[config.mk]
export PLATFORM = sky130hd
export DESIGN_NAME = trap_entry_top
export DESIGN_NICKNAME = d
export VERILOG_FILES = /design/src/rtl/trap_pkg.sv /design/src/rtl/trap_ctrl.sv /design/src/rtl/trap_dp.sv /design/src/rtl/trap_entry_top.sv
export SDC_FILE = /design/constraint.sdc
export NUM_CORES = 1
export LEC_CHECK = 0
export BUFFER_PORTS_ARGS = -buffer_cell sky130_fd_sc_hd__buf_4
export CAP_MARGIN = 20
export CORE_MARGIN = 4
export CORE_UTILIZATION = 51
export CTS_BUF_LIST = sky130_fd_sc_hd__clkbuf_2 sky130_fd_sc_hd__clkbuf_4 sky130_fd_sc_hd__clkbuf_8
export DETAILED_ROUTE_END_ITERATION = 16
export GPL_TIMING_DRIVEN = 0
export HOLD_SLACK_MARGIN = 0.03
export PLACE_DENSITY = 0.95
export SLEW_MARGIN = 25
export SYNTH_ARGS = -nofsm -noshare
export SYNTH_HDL_FRONTEND = slang
export SYNTH_SLANG_ARGS = --single-unit
[constraint.sdc]
create_clock -name clk -period 8.7 [get_ports clk]
set_input_delay 0 -clock clk [delete_from_list [all_inputs] [get_ports clk]]
set_output_delay 0 -clock clk [all_outputs]
set_load 0.01 [all_outputs]
[src/rtl/trap_pkg.sv]
package trap_pkg;
  localparam int LVL_W = 4;

  typedef enum logic [2:0] {
    KIND_NONE = 3'd0,
    KIND_HARD = 3'd1,
    KIND_SOFT = 3'd2,
    KIND_BRK  = 3'd3,
    KIND_PROG = 3'd4,
    KIND_EXT  = 3'd5
  } trapKind_e;

  typedef struct packed {
    logic             takeHard;
    logic             takeSoft;
    logic             takeBrk;
    logic             takeProg;
    logic             takeExt;
    logic             usePrev;
    logic [LVL_W-1:0] extLevel;
  } trapStrobe_t;
endpackage

[src/rtl/trap_ctrl.sv]
module trap_ctrl
  import trap_pkg::*;
#(
  parameter int NUM_LEVELS = 16,
  parameter int NMI_LEVEL  = 15
) (
  input  logic                  clk,
  input  logic                  rst_n,
  input  logic                  rstHardReq,
  input  logic                  rstSoftReq,
  input  logic                  brkReq,
  input  logic                  progReq,
  input  logic                  progPrecise,
  input  logic                  extRaise,
  input  logic [LVL_W-1:0]      extRaiseLevel,
  input  logic                  statTrapEn,
  input  logic [LVL_W-1:0]      statPil,
  output trapStrobe_t           strobe,
  output logic [NUM_LEVELS-1:0] pending,
  output logic                  halted,
  output logic                  debugMode
);
  logic [NUM_LEVELS-1:0] pendNext;
  logic [LVL_W-1:0]      topLevel;
  logic                  topFound;
  logic                  extOk;

  // highest pending level wins the scan
  always_comb begin
    topLevel = '0;
    topFound = 1'b0;
    for (int i = 1; i < NUM_LEVELS; i++) begin
      if (pending[i]) begin
        topLevel = LVL_W'(i);
        topFound = 1'b1;
      end
    end
  end

  assign extOk = topFound && statTrapEn &&
                 ((topLevel == LVL_W'(NMI_LEVEL)) || (topLevel >= statPil));

  always_comb begin
    strobe          = '0;
    strobe.usePrev  = progPrecise;
    strobe.extLevel = topLevel;
    if (rstHardReq)      strobe.takeHard = 1'b1;
    else if (rstSoftReq) strobe.takeSoft = 1'b1;
    else if (!halted) begin
      if (brkReq)       strobe.takeBrk  = 1'b1;
      else if (progReq) strobe.takeProg = 1'b1;
      else if (extOk)   strobe.takeExt  = 1'b1;
    end
  end

  for (genvar g = 0; g < NUM_LEVELS; g++) begin : gLvl
    if (g == 0) begin : gNone
      assign pendNext[g] = 1'b0;
    end else begin : gReal
      assign pendNext[g] = !strobe.takeHard &&
        (pending[g] || (extRaise && extRaiseLevel == LVL_W'(g))) &&
        !(strobe.takeExt && strobe.extLevel == LVL_W'(g));
    end
  end

  always_ff @(posedge clk or negedge rst_n) begin
    if (!rst_n) begin
      pending   <= '0;
      halted    <= 1'b0;
      debugMode <= 1'b0;
    end else begin
      pending <= pendNext;
      if (strobe.takeHard || strobe.takeSoft) begin
        halted    <= 1'b0;
        debugMode <= 1'b0;
      end else begin
        if (strobe.takeProg && !statTrapEn) halted <= 1'b1;
        if (strobe.takeBrk) debugMode <= 1'b1;
      end
    end
  end

  assert_halt_hold_R7: assert property (@(posedge clk) disable iff (!rst_n)
    (halted && !rstHardReq && !rstSoftReq) |=> halted);
  assert_ext_enabled_R8: assert property (@(posedge clk) disable iff (!rst_n)
    strobe.takeExt |-> statTrapEn);
  assert_hard_clears_R1: assert property (@(posedge clk) disable iff (!rst_n)
    rstHardReq |=> (pending == '0));
endmodule

[src/rtl/trap_dp.sv]
module trap_dp
  import trap_pkg::*;
#(
  parameter int                XLEN         = 32,
  parameter int                TT_W         = 8,
  parameter int                TT_LSB       = 4,
  parameter logic [TT_W-1:0]   BRK_TT       = 8'hFF,
  parameter logic [TT_W-1:0]   EXT_TT_BASE  = 8'h10,
  parameter logic [XLEN-1:0]   RESET_HI_VEC = 32'hFF00_0000
) (
  input  logic            clk,
  input  logic            rst_n,
  input  trapStrobe_t     strobe,
  input  logic            cfgStartHigh,
  input  logic [TT_W-1:0] progOffset,
  input  logic [XLEN-1:0] curPc,
  input  logic [XLEN-1:0] prevPc,
  input  logic            statSuper,
  input  logic            statTrapEn,
  input  logic [XLEN-1:0] tbrIn,
  output logic [2:0]      takeKind,
  output logic            pcWe,
  output logic [XLEN-1:0] pcNext,
  output logic            statWe,
  output logic            statSuperOut,
  output logic            statTrapEnOut,
  output logic            statPrevWe,
  output logic            statPrevSuperOut,
  output logic            brkStatWe,
  output logic            brkSuperOut,
  output logic            brkTrapEnOut,
  output logic            bpcWe,
  output logic [XLEN-1:0] bpcOut,
  output logic            epcWe,
  output logic [XLEN-1:0] epcOut,
  output logic            tbrWe,
  output logic [XLEN-1:0] tbrOut
);
  localparam int BASE_LSB = TT_LSB + TT_W;
  localparam logic [XLEN-1:0] KEEP_MASK =
    {{(XLEN-BASE_LSB){1'b1}}, {BASE_LSB{1'b0}}};

  logic [TT_W-1:0] tt;
  logic [XLEN-1:0] tbrVal;
  logic            anyTrap, anyReset;
  logic [2:0]      kindD;

  always_comb begin
    anyTrap  = strobe.takeBrk | strobe.takeProg | strobe.takeExt;
    anyReset = strobe.takeHard | strobe.takeSoft;
    if (strobe.takeBrk)       tt = BRK_TT;
    else if (strobe.takeProg) tt = progOffset;
    else                      tt = TT_W'(EXT_TT_BASE + TT_W'(strobe.extLevel));
    tbrVal = (tbrIn & KEEP_MASK) | (XLEN'(tt) << TT_LSB);
    if (strobe.takeHard)      kindD = KIND_HARD;
    else if (strobe.takeSoft) kindD = KIND_SOFT;
    else if (strobe.takeBrk)  kindD = KIND_BRK;
    else if (strobe.takeProg) kindD = KIND_PROG;
    else if (strobe.takeExt)  kindD = KIND_EXT;
    else                      kindD = KIND_NONE;
  end

  always_ff @(posedge clk or negedge rst_n) begin
    if (!rst_n) begin
      takeKind <= '0; pcWe <= 1'b0; pcNext <= '0;
      statWe <= 1'b0; statSuperOut <= 1'b0; statTrapEnOut <= 1'b0;
      statPrevWe <= 1'b0; statPrevSuperOut <= 1'b0;
      brkStatWe <= 1'b0; brkSuperOut <= 1'b0; brkTrapEnOut <= 1'b0;
      bpcWe <= 1'b0; bpcOut <= '0; epcWe <= 1'b0; epcOut <= '0;
      tbrWe <= 1'b0; tbrOut <= '0;
    end else begin
      takeKind         <= kindD;
      pcWe             <= anyTrap | anyReset;
      pcNext           <= anyReset ? (cfgStartHigh ? RESET_HI_VEC : '0)
                        : (anyTrap ? tbrVal : '0);
      statWe           <= anyTrap;
      statSuperOut     <= anyTrap;
      statTrapEnOut    <= 1'b0;
      statPrevWe       <= strobe.takeProg | strobe.takeExt;
      statPrevSuperOut <= (strobe.takeProg | strobe.takeExt) & statSuper;
      brkStatWe        <= strobe.takeBrk;
      brkSuperOut      <= strobe.takeBrk & statSuper;
      brkTrapEnOut     <= strobe.takeBrk & statTrapEn;
      bpcWe            <= strobe.takeBrk;
      bpcOut           <= strobe.takeBrk ? curPc : '0;
      epcWe            <= strobe.takeProg | strobe.takeExt;
      epcOut           <= (strobe.takeProg && strobe.usePrev) ? prevPc
                        : ((strobe.takeProg | strobe.takeExt) ? curPc : '0);
      tbrWe            <= anyTrap;
      tbrOut           <= anyTrap ? tbrVal : '0;
    end
  end

  assert_single_save_R2: assert property (@(posedge clk) disable iff (!rst_n)
    !(bpcWe && epcWe));
  assert_brk_status_R3: assert property (@(posedge clk) disable iff (!rst_n)
    brkStatWe |-> (statWe && statSuperOut && !statTrapEnOut && !statPrevWe));
  assert_entry_commit_R11: assert property (@(posedge clk) disable iff (!rst_n)
    (strobe.takeHard || strobe.takeSoft || strobe.takeBrk ||
     strobe.takeProg || strobe.takeExt) |=> pcWe);
  assert_trap_jump_R4: assert property (@(posedge clk) disable iff (!rst_n)
    tbrWe |-> (pcNext == tbrOut));
endmodule

[src/rtl/trap_entry_top.sv]
module trap_entry_top
  import trap_pkg::*;
#(
  parameter int XLEN       = 32,
  parameter int TT_W       = 8,
  parameter int TT_LSB     = 4,
  parameter int NUM_LEVELS = 16,
  parameter int NMI_LEVEL  = 15
) (
  input  logic                  clk,
  input  logic                  rst_n,
  input  logic                  rstHardReq,
  input  logic                  rstSoftReq,
  input  logic                  cfgStartHigh,
  input  logic                  brkReq,
  input  logic                  progReq,
  input  logic                  progPrecise,
  input  logic [TT_W-1:0]       progOffset,
  input  logic                  extRaise,
  input  logic [3:0]            extRaiseLevel,
  input  logic [XLEN-1:0]       curPc,
  input  logic [XLEN-1:0]       prevPc,
  input  logic                  statSuper,
  input  logic                  statTrapEn,
  input  logic [3:0]            statPil,
  input  logic [XLEN-1:0]       tbrIn,
  output logic [2:0]            takeKind,
  output logic                  pcWe,
  output logic [XLEN-1:0]       pcNext,
  output logic                  statWe,
  output logic                  statSuperOut,
  output logic                  statTrapEnOut,
  output logic                  statPrevWe,
  output logic                  statPrevSuperOut,
  output logic                  brkStatWe,
  output logic                  brkSuperOut,
  output logic                  brkTrapEnOut,
  output logic                  bpcWe,
  output logic [XLEN-1:0]       bpcOut,
  output logic                  epcWe,
  output logic [XLEN-1:0]       epcOut,
  output logic                  tbrWe,
  output logic [XLEN-1:0]       tbrOut,
  output logic [NUM_LEVELS-1:0] extPending,
  output logic                  debugMode,
  output logic                  halted
);
  trapStrobe_t strobe;

  trap_ctrl #(.NUM_LEVELS(NUM_LEVELS), .NMI_LEVEL(NMI_LEVEL)) uCtrl (
    .clk(clk), .rst_n(rst_n), .rstHardReq(rstHardReq), .rstSoftReq(rstSoftReq),
    .brkReq(brkReq), .progReq(progReq), .progPrecise(progPrecise),
    .extRaise(extRaise), .extRaiseLevel(extRaiseLevel),
    .statTrapEn(statTrapEn), .statPil(statPil), .strobe(strobe),
    .pending(extPending), .halted(halted), .debugMode(debugMode)
  );

  trap_dp #(.XLEN(XLEN), .TT_W(TT_W), .TT_LSB(TT_LSB)) uDp (
    .clk(clk), .rst_n(rst_n), .strobe(strobe), .cfgStartHigh(cfgStartHigh),
    .progOffset(progOffset), .curPc(curPc), .prevPc(prevPc),
    .statSuper(statSuper), .statTrapEn(statTrapEn), .tbrIn(tbrIn),
    .takeKind(takeKind), .pcWe(pcWe), .pcNext(pcNext), .statWe(statWe),
    .statSuperOut(statSuperOut), .statTrapEnOut(statTrapEnOut),
    .statPrevWe(statPrevWe), .statPrevSuperOut(statPrevSuperOut),
    .brkStatWe(brkStatWe), .brkSuperOut(brkSuperOut), .brkTrapEnOut(brkTrapEnOut),
    .bpcWe(bpcWe), .bpcOut(bpcOut), .epcWe(epcWe), .epcOut(epcOut),
    .tbrWe(tbrWe), .tbrOut(tbrOut)
  );
endmodule

# [Word level (Yosys, flattened, before mapping)]
# Cells that the tools add are included.
[classes] n_lt_le_gt_ge=1 bitwise=9 n_div=0 n_mux=57 n_eq_ne=30 n_shift=0 addsub=1 reduce_logical=100 n_mul=0
[op_table] op="$mux 32" count=6
[op_table] op="$eq 4x4->1 const B" count=16
[op_table] op="$logic_and 1x1->1" count=64
[op_table] op="$mux 4" count=15
[op_table] op="$eq 4x3->1 const B" count=8
[op_table] op="$or 32x12->32" count=1
[op_table] op="$mux 1" count=26
[op_table] op="$mux 3" count=7
[op_table] op="$logic_not 1->1" count=17
[op_table] op="$logic_or 1x1->1" count=17
[op_table] op="$eq 4x2->1 const B" count=4
[op_table] op="$mux 8" count=2
[op_table] op="$eq 4x1->1 const B" count=2
[op_table] op="$add 5x4->6 const A" count=1
[op_table] op="$or 1x1->1" count=5
[op_table] op="$ge 4x4->1" count=1
[op_table] op="$reduce_bool 2->1" count=2
[op_table] op="$and 1x1->1" count=3
[op_table] op="$mux 2" count=1
[totals] mem_count=0 reg_bits=155 latchBits=0 inputBits=123 mem_bits_rw=0 romBits=0

# [Depth between registers and ports, before layout]
# Gate-level depths: netlist (run 1).
[depth] ltp_word=29 depth_mapped=13

# [Modules after synthesis]
# A second synthesis (run 1) with hierarchy kept.
[hier_totals] cells_unflattened=505 area_unflattened_um2=5744.3
[by_module_without_submodules] mod="trap_dp" instances=1 cells_each=369 area_each_um2=4604.4 seq_area_each_um2=3253.1
[by_module_without_submodules] mod="trap_ctrl" instances=1 cells_each=136 area_each_um2=1139.8 seq_area_each_um2=425.4

# [Worst setup path before layout (run 1)]
# OpenSTA, ideal clock, no wires.
[synth_path] path_type="reg2reg" startpoint="reg uCtrl.pending[2]" endpoint="reg uDp.pcNext[24]" t_arrival_ns=2.974 slack_ns=5.576 setup_ns=0.150 synth_period_minus_slack_ns=3.124 path_stages_with_launch=14 required_time_ns=8.550 path_cell_list="dfrtp_1 > nand2b_1 > a221oi_1 > nor4_1 > o221ai_1 > inv_1 > ha_1 > nand2b_1 > a2111oi_0 > or3b_2 > a21oi_2 > nor3_4 > buf_2 > o21ai_1"
[synth_via] elab_chain_cells=26 elab_cells_between_ends=42 cone_classes="order compare (1); eq/ne (1); mux (36); bitwise (1); reduce/logical (3)"
[synth_lines] item="from (decl)" line="trap_ctrl.sv:19" source="output logic [NUM_LEVELS-1:0] pending,"
[synth_lines] item="from (signal assigned)" line="trap_ctrl.sv:72" source="pending <= pendNext;"
[synth_lines] item="$mux 4 (14 in series)" line="trap_ctrl.sv:33" source="if (pending[i]) begin"
[synth_lines] item="$ge 4x4->1 or $eq 4x4->1 (tied branches)" line="trap_ctrl.sv:41" source="((topLevel == LVL_W'(NMI_LEVEL)) || (topLevel >= statPil));"
[synth_lines] item="$logic_or 1x1->1" line="trap_ctrl.sv:41"
[synth_lines] item="$logic_and 1x1->1 (*)" line="trap_ctrl.sv:40" source="assign extOk = topFound && statTrapEn &&"
[synth_lines] item="$mux 1 (*)" line="trap_ctrl.sv:52" source="else if (extOk) strobe.takeExt = 1'b1;"
[synth_lines] item="$mux 1 (*)" line="trap_ctrl.sv:51" source="else if (progReq) strobe.takeProg = 1'b1;"
[synth_lines] item="$mux 2 (*)" line="trap_ctrl.sv:50" source="if (brkReq) strobe.takeBrk = 1'b1;"
[synth_lines] item="$mux 3 (*)" line="trap_ctrl.sv:49" source="else if (!halted) begin"
[synth_lines] item="$mux 3 (*)" line="trap_ctrl.sv:48" source="else if (rstSoftReq) strobe.takeSoft = 1'b1;"
[synth_lines] item="$mux 4 (*)" line="trap_ctrl.sv:47" source="if (rstHardReq) strobe.takeHard = 1'b1;"
[synth_lines] item="$or 1x1->1 (*)" line="trap_dp.sv:49" source="anyTrap = strobe.takeBrk | strobe.takeProg | strobe.takeExt;"
[synth_lines] item="$mux 32 (*)" line="trap_dp.sv:75" source=": (anyTrap ? tbrVal : '0);"
[synth_lines] item="$mux 32 (*)" line="trap_dp.sv:74" source="pcNext <= anyReset ? (cfgStartHigh ? RESET_HI_VEC : '0)"
[synth_lines] item="to (signal assigned)" line="trap_dp.sv:74"
[synth_lines] item="to (decl)" line="trap_dp.sv:23" source="output logic [XLEN-1:0] pcNext,"
# Every way passes the cells marked *; elsewhere a longest branch is shown, timed or not.
# A chain may end at the register's enable or synchronous reset.

# [Worst setup path in the final report (run 1)]
[layout_path] startpoint="reg uCtrl.pending[2]" endpoint="reg uDp.epcOut[0]"
[layout_via] elab_chain_cells=26 elab_cells_between_ends=42 cone_classes="order compare (1); eq/ne (1); mux (36); bitwise (1); reduce/logical (3)"
[layout_lines] item="$mux 4 (14 in series)" line="trap_ctrl.sv:33"
[layout_lines] item="$ge 4x4->1 or $eq 4x4->1 (tied branches)" line="trap_ctrl.sv:41"
[layout_lines] item="$logic_or 1x1->1" line="trap_ctrl.sv:41"
[layout_lines] item="$logic_and 1x1->1 (*)" line="trap_ctrl.sv:40"
[layout_lines] item="$mux 1 (*)" line="trap_ctrl.sv:52"
[layout_lines] item="$mux 1 (*)" line="trap_ctrl.sv:51"
[layout_lines] item="$mux 2 (*)" line="trap_ctrl.sv:50"
[layout_lines] item="$mux 3 (*)" line="trap_ctrl.sv:49"
[layout_lines] item="$mux 3 (*)" line="trap_ctrl.sv:48"
[layout_lines] item="$mux 4 (*)" line="trap_ctrl.sv:47"
[layout_lines] item="$or 1x1->1 (*)" line="trap_dp.sv:88" source=": ((strobe.takeProg | strobe.takeExt) ? curPc : '0);"
[layout_lines] item="$mux 32 (*)" line="trap_dp.sv:88"
[layout_lines] item="$mux 32 (*)" line="trap_dp.sv:87" source="epcOut <= (strobe.takeProg && strobe.usePrev) ? prevPc"
[layout_lines] item="to (signal assigned)" line="trap_dp.sv:87"
[layout_lines] item="to (decl)" line="trap_dp.sv:35" source="output logic [XLEN-1:0] epcOut,"
# Marked as above.

==> results of run 1 <==
==> synth_stat cells (2+ instances only) <==
cell type	number	area [um2]
nor4_1	2	12.5
a21oi_1	47	235
a31oi_1	6	37.5
nand2b_1	4	25.0
nor4_2	4	50.1
inv_1	24	90.1
dfrtp_1	147	3680
a311oi_1	5	43.8
nor2_1	30	113
clkbuf_1	14	52.6
and3_1	39	244
o21ai_1	8	40.0
nor2b_1	27	169
nor3_1	3	15.0
ha_1	4	50.1
nand2_1	69	259
or2_2	3	18.8
buf_4	14	105
buf_2	13	65.1
o21a_1	4	30.0
a221o_1	8	80.1
a21o_1	7	52.6
a211oi_1	5	37.5
o21ai_0	4	20.0
==> cells by family (layout without fill, tap and decap cells) <==
family                   after synthesis  after routing
AO/OA/AOI/OAI                        104            104
adder cells (fa/ha/maj)                4              4
buffers and inverters                 66            490
flip-flops                           147            147
other                                  1             11
AND/OR/NAND/NOR                      193            193
==> path summary, 6_finish.rpt <==
path | end | slack, ps | start | depth (start not counted)
worst max-delay path | uDp.epcOut[0] | 4130 | uCtrl.pending[2] | 14
worst min-delay path | uDp.brkSuperOut | 60 | brkReq | 2
worst max register to register | uDp.epcOut[0] | 4130 | uCtrl.pending[2] | 14
worst min register to register | uCtrl.debugMode | 500 | uCtrl.debugMode | 1
max in group asynchronous | uCtrl.pending[13] | 7820 | rst_n | 3
min in group asynchronous | uDp.epcOut[12] | 110 | rst_n | 2
==> registers in the layout (all words and copies together) (netlist names) <==
signal,cells
uCtrl.pending,15
uCtrl.halted,1
uDp.statPrevWe,1
uDp.epcOut,32
uDp.statPrevSuperOut,1
uDp.statWe,1
uDp.bpcOut,32
uCtrl.debugMode,1
uDp.brkTrapEnOut,1
uDp.pcWe,1
uDp.tbrOut,28
uDp.brkStatWe,1
uDp.brkSuperOut,1
uDp.pcNext,28
uDp.takeKind,3
==> through the flow <==
stage	area [um2]	hold WS, ps	std cells	total power, W
final	9660	56.8	1089	0.00154
after global routing	9660	44.2	1089	0.00159
after CTS	9660	57.2	1088	0.00152
after detailed placement	7920	-30.6	925	0.000923
after global placement	7880	208	924	0.000913
after floorplan	5750	-296	524	0.000803
==> where the power goes <==
part / total [W] / internal, W / switching, W
clock network: 0.000578 / 0.000303 / 0.000274
registers: 0.000718 / 0.000706 / 0.0000120
logic: 0.000247 / 0.000127 / 0.000120
==> timing repair <==
action / in CTS / in global routing
setup buffers: 0 / 0
endpoints found under the setup margin: 0 / 0
endpoints found under the hold margin: 283 / 0
hold buffers: 132 / 0
==> cell type report <==
class,count,area (um2),share of cell area [%]
diodes,1,2.50,0.0259
multi-input cells,311,1760,18.2
clock inverters,11,150,1.55
inverters,24,90.1,0.933
flip-flops and latches,147,3680,38.1
repair buffers,393,3310,34.2
well taps,140,175,1.81
clock buffers,20,269,2.78
plain buffers,42,226,2.34
==> layer usage <==
| metal | wire [um] | GRT usage [%] | vias up |
|---|---|---|---|
| met1 | 8010 | 40.5 | 2921 |
| met2 | 12100 | 64.3 | 430 |
| met3 | 2100 | 8.49 | 101 |
| li1 | - | - | 2559 |
| met5 | 0 | 0 | - |
| met4 | 1290 | 19.1 | 0 |
==> placed cells by master (no fill, tap or decap), types with 2 or more instances in the layout <==
| master | n |
|---|---|
| or2_2 | 3 |
| inv_6 | 3 |
| nand2b_1 | 4 |
| nand2_1 | 69 |
| a221o_1 | 8 |
| nor2_1 | 30 |
| clkbuf_8 | 19 |
| clkinv_2 | 2 |
| buf_4 | 273 |
| a21oi_1 | 47 |
| nor2b_1 | 27 |
| a21o_1 | 7 |
| a211oi_1 | 5 |
| buf_2 | 13 |
| clkinvlp_4 | 2 |
| ha_1 | 4 |
| nor4_1 | 2 |
| inv_1 | 24 |
| a311oi_1 | 5 |
| dlygate4sd3_1 | 132 |
| nor3_1 | 2 |
| nor4_2 | 4 |
| o21a_1 | 4 |
| conb_1 | 10 |
| clkbuf_1 | 14 |
| and3_1 | 39 |
| o21ai_0 | 4 |
| a31oi_1 | 6 |
| o21ai_1 | 8 |
| bufinv_16 | 3 |
| dfrtp_1 | 147 |
==> key figures, run 1 <==
Synthesis
  • Post-synth EDFFs: 0
  • Mux contribution to synthesized area: 0%
  • Synth Cell Area: 0.00572 mm2
  • Unique masters post-synth: 48
  • Seq cells post-synth: 147
  • Adder-cell area share of the yosys netlist: less than 1%
  • Compound-cell area share of the yosys netlist: a little under an eighth
  • Largest family of logic cells by synthesized area: simple AND/OR/NAND/NOR gates
  • Synth Area in XOR/XNOR: 0%
  • Synthesis Warnings: 0
  • Cells after Synth: 515
  • Ys flop type: dfrtp_1
  • Mean Syn Cell Area: about 11 um2
  • Sequential share of the synthesized area: 64.4%
  • Simple-Gate Fraction of Synth Area: around 17%
  • Ys async rst share: 100%

Clock tree
  • CTS resizes: 0
  • Clk root buf: clkbuf_8
  • Clock transition at path regs: approximately 90 ps
  • H-tree levels: 4
  • CTS max path bufs: 2
  • CTS tree: yes
  • Sink Count: 147
  • Cts bufs inserted: 17
  • Clock Latency Late Sink: 450 ps

Critical path
  • Critical Path RT: 9010 ps
  • Worst-path fanout max: 10
  • Cell family with most CP delay: compound AO/OA/AOI/OAI gates
  • Slowest cell on the critical path: dlygate4sd3_1
  • CP dominant cell by count: nand2b_1
  • Crit path DAT: roughly 4900 ps
  • Critical path class: reg -> reg
  • Worst Path Buf+Inv: 3
  • Slowest stage delay, CP: 590 ps
  • Worst setup SP type: register
  • Cell chain of the critical path: nand2b_1 -> a221oi_1 -> nor4_1 -> o221ai_1 -> inv_1 -> ha_1 -> nand2b_1 -> a2111oi_0 -> or3b_2 -> a21oi_2 -> nor2_2 -> buf_2 -> a21oi_1 -> dlygate4sd3_1
  • CP Capture Type: register

Floorplan
  • Row count: 38
  • Die area: approximately 0.013 mm2
  • Die width: between 100 and 150 um
  • Core area: 0.0109 mm2
  • Initial Util: 52.5%
  • IO Count: 284
  • Height of the die: approximately 110 um

Placement
  • Post-DP HPWL: 13.6 mm
  • Post-Place Setup Slack: about 5000 ps
  • IO Port Bufs: 260
  • GP Congestion: slightly below 0.9

Drt
  • DRC Markers: 0
  • Total wire length: 23.5 mm
  • Vias after detailed routing: 6011
  • First drt pass iteration count: 5
  • DR iter-0 viols: 516
  • Wirelength per Cell: 21.6 um
  • Antenna viol nets, final: 0
  • Vias per cell: 5.52

STA
  • Slew @ Worst Pin: 915 ps
  • Tcrit/Tclk final: 52.5%
  • Final Worst Setup Slack: 4130 ps
  • Final Critical Period: 4570 ps
  • Final count of pins violating max slew: 0
  • Worst slew margin: roughly two fifths
  • RSZ-0062 raised after global routing: no
  • Final setup skew: 17.7 ps
  • TNS Setup: 0 ps
  • Max Fclk: 0.219 GHz
  • Final setup vio count: 0
  • Final hold vios: 0

Finish
  • Final nets: 1063
  • Layout cell share with drive strength beyond 1: 35.0%
  • Final Util: 88.7%
  • Fillers: 472
  • Area growth, synth to finish: 69.0%

Global route
  • Initial antenna violation count: 1
  • Total gr overflow: 0
  • Vias in the first global route: 6368
  • Global-route wire length before repair: 35.3 mm
  • Gr usage total: 36.3%
  • Largest net degree at the start of global routing: 86

Power and ir drop
  • Maximum VDD drop: 0.102 mV
  • P per Cell Area: about 160 mW/mm2
  • Pleak: 5.25 nW

Job
  • Max_cap viols: 0

Hold path
  • Worst Hold Class: in -> reg

Outcome
  • Status: completed
Note: power is estimated with default switching activity, not from simulation.
==> inputs of run 2 (changes only) <==
ABC_AREA = 1   (was not set)
CORE_UTILIZATION = 43   (was 51)
PLACE_DENSITY = 0.89   (was 0.95)
clock period = 3.7 ns   (was 8.7 ns; I/O delays follow)
==> key figures, run 2 <==
Outcome
  • Status: completed

Hold path
  • Worst min-delay path startpoint: progPrecise
  • Worst Hold Class: in -> reg
  • Hold path endpoint: uDp.epcOut[31]
  • WHS Path Cells: 4 (+2)

Floorplan
  • Die width: 125 um (+9.7%)
  • Die area: 0.0156 mm2 (+20%)
  • Core area: 0.0133 mm2 (+22%)
  • Height of the die: 125 um (+9.7%)
  • Initial Util: 44.2% (-8.3 points)
  • Row count: 42 (+11%)
  • IO Count: 284 (unchanged)

Critical path
  • Slowest stage delay, CP: 550 ps (-40 ps)
  • CP Capture Type: register
  • Worst reg-to-reg path cell count: 26 (+12)
  • Worst setup SP type: register
  • Critical Path RT: 4050 ps (-4960 ps)
  • CP dominant cell by count: nand2_1
  • Slowest cell on the critical path: dlygate4sd3_1
  • Critical path class: reg -> reg
  • R2r endpoint: uDp.epcOut[12]
  • Crit path DAT: 3650 ps (-1230 ps)
  • Worst R2R Setup Slack: 400 ps (-3730 ps)
  • Worst-path fanout max: 16 (+6)
  • Worst R2R Start: uCtrl.pending[2]

Global route
  • Initial antenna violation count: 1 (unchanged)
  • Vias in the first global route: 6321 (-0.74%)
  • Total gr overflow: 0 (unchanged)
  • Global-route wire length before repair: 33.6 mm (-4.8%)
  • Largest net degree at the start of global routing: 91 (+5.8%)
  • Gr usage total: 27.5% (-8.7 points)

Job
  • Max_cap viols: 0 (unchanged)

Placement
  • Post-DP HPWL: 13.6 mm (-0.21%)
  • GP Congestion: 0.916 (+3.4%)
  • Post-Place Setup Slack: 495 ps (-4490 ps)
  • Placed cell areas: 0.00811 mm2 (+2.5%)
  • IO Port Bufs: 259 (-0.38%)

Synthesis
  • Most common cell in the netlist: dfrtp_1
  • Top-area cell type share of the netlist area: 62.6% (-1.8 points)
  • Ys flop type: dfrtp_1
  • Cells after Synth: 624 (+21%)
  • Synth top area cells: dfrtp_1, nand3_1, inv_1, nand2_1, nor2_1
  • Synth Cell Area: 0.00588 mm2 (+2.8%)
  • Sequential share of the synthesized area: 62.6% (-1.8 points)
  • Post-synth EDFFs: 0 (unchanged)
  • Mean Syn Cell Area: 9.42 um2 (-15%)
  • Unique masters post-synth: 29 (-40%)
  • Seq cells post-synth: 147 (unchanged)
  • Post-synth top area cell: dfrtp_1
  • Synthesis Warnings: 0 (unchanged)
  • Ys async rst share: 100% (unchanged)
  • Commonest cells in the synthesized netlist: dfrtp_1, inv_1, nand2_1

Drt
  • Vias per cell: 5.00 (-9.3%)
  • Vias after detailed routing: 6101 (+1.5%)
  • First drt pass iteration count: 5 (unchanged)
  • Antenna viol nets, final: 0 (unchanged)
  • DR iter-0 viols: 558 (+8.1%)
  • DRC Markers: 0 (unchanged)
  • Total wire length: 21.7 mm (-7.5%)
  • Wirelength per Cell: 17.8 um (-17%)

STA
  • Worst slew margin: 56.2% (+18 points)
  • Final hold vios: 0 (unchanged)
  • Final setup skew: 12.0 ps (-5.70 ps)
  • Slew @ Worst Pin: 657 ps (-258 ps)
  • Final Worst Setup Slack: 398 ps (-3730 ps)
  • Final count of pins violating max slew: 0 (unchanged)
  • RSZ-0062 raised after global routing: no
  • Tcrit/Tclk final: 89.3% (+37 points)
  • Max Fclk: 0.303 GHz (+38%)
  • TNS Setup: 0 ps (unchanged)
  • Final setup vio count: 0 (unchanged)
  • Final Critical Period: 3300 ps (-1270 ps)

Finish
  • Register area: 0.00368 mm2 (unchanged)
  • Multi-input logic area: 0.00159 mm2 (-9.7%)
  • Top Registers: uDp.bpcOut (32), uDp.epcOut (32)
  • Fin area: 0.00970 mm2 (+0.43%)
  • Most common cell after layout, fill and taps aside: buf_4
  • Final nets: 1156 (+8.7%)
  • Fillers: 854 (+81%)
  • Area growth, synth to finish: 65.0%
  • Layout cell share with drive strength beyond 1: 32.1% (-3.0 points)
  • Most frequent cells in the layout: buf_4, dfrtp_1, dlygate4sd3_1, inv_1, nand2_1

Clock tree
  • CTS max path bufs: 2 (unchanged)
  • CTS tree: yes
  • Clock Latency Late Sink: 460 ps (about the same)
  • Clk root buf: clkbuf_8
  • H-tree levels: 4 (unchanged)
  • Clock transition at path regs: 90 ps (about the same)
  • Cts bufs inserted: 17 (unchanged)
  • Sink Count: 147 (unchanged)

Power and ir drop
  • Pleak: 5.57 nW (+6.1%)
  • Maximum VDD drop: 0.187 mV (+83%)
  • Final Power: 0.00358 W (+130%)
  • P per Cell Area: 369 mW/mm2 (+130%)
-- run 2: what timing repair did --
item | 4_1_cts | 5_1_grt
buffers inserted | 0 | 4
hold buffers | 114 | 0
setup endpoints to repair | 0 | 4
hold endpoints to repair | 236 | 0
gates resized for setup | 0 | 5
-- run 2: logic make-up after synthesis --
family | Yosys count | share of synthesized area [%]
and+or+nand+nor | 279 | 21.1
buffers and inverters | 148 | 11.2
DFF | 147 | 62.6
AOI/OAI and AO/OA | 45 | 4.19
adders and majority gates | 4 | 0.851
other | 1 | 0.0638
-- run 2: worst max-delay path: cells and delay by family, from the launching register on --
| kind | cells | cell delay, ps |
|---|---|---|
| buf+inv | 4 | 800 |
| flops | 1 | 410 |
| simple gates | 21 | 1720 |
| fa+ha+maj | 1 | 270 |
-- run 2: power breakdown --
group / switching (W) / total (W) / internal, W
registers: 0.0000228 / 0.00169 / 0.00166
clock network: 0.000631 / 0.00129 / 0.000664
logic: 0.000305 / 0.000601 / 0.000296
-- run 2: worst max path at each step --
stage | to | cells past startpoint | from | slack (ps)
floorplan | uDp.pcNext[25] | 26 | uCtrl.pending[2] | 1060
global placement | uDp.pcNext[26] | 26 | uCtrl.pending[2] | 530
CTS | uDp.epcOut[9] | 27 | uCtrl.pending[2] | 50
finish | uDp.epcOut[12] | 26 | uCtrl.pending[2] | 400
detailed placement | uDp.pcNext[26] | 26 | uCtrl.pending[2] | 490
global route | uDp.epcOut[12] | 26 | uCtrl.pending[2] | 60
-- run 2: layout make-up --
cell class                 count  share of cell area (%)
antenna                        1                  0.0258
buffer                        39                    2.52
clock buffer                  21                    2.91
clock inverter                11                    1.32
inverter                     108                    4.18
multi-input combinational    338                    16.4
sequential                   147                    37.9
tap                          176                    2.27
timing repair buffer         378                    32.5
-- run 2: routing by layer --
layer	global-route usage [%]	routed length (um)
met2	47.7	11000
met3	7.68	1810
met4	14.7	1080
met5	0	0
met1	30.8	7830
-- run 2: per-stage QoR --
| stage | hold slack [ps] | instances | utilization [%] |
|---|---|---|---|
| 6_report | 110 | 1219 | 73.0 |
| 3_3_place_gp | 192 | 1068 | 60.7 |
| 5_1_grt | 135 | 1219 | 73.0 |
| 3_5_place_dp | 45.5 | 1069 | 61.0 |
| 2_1_floorplan | -296 | 633 | - |
| 4_1_cts | 49.7 | 1215 | 72.7 |
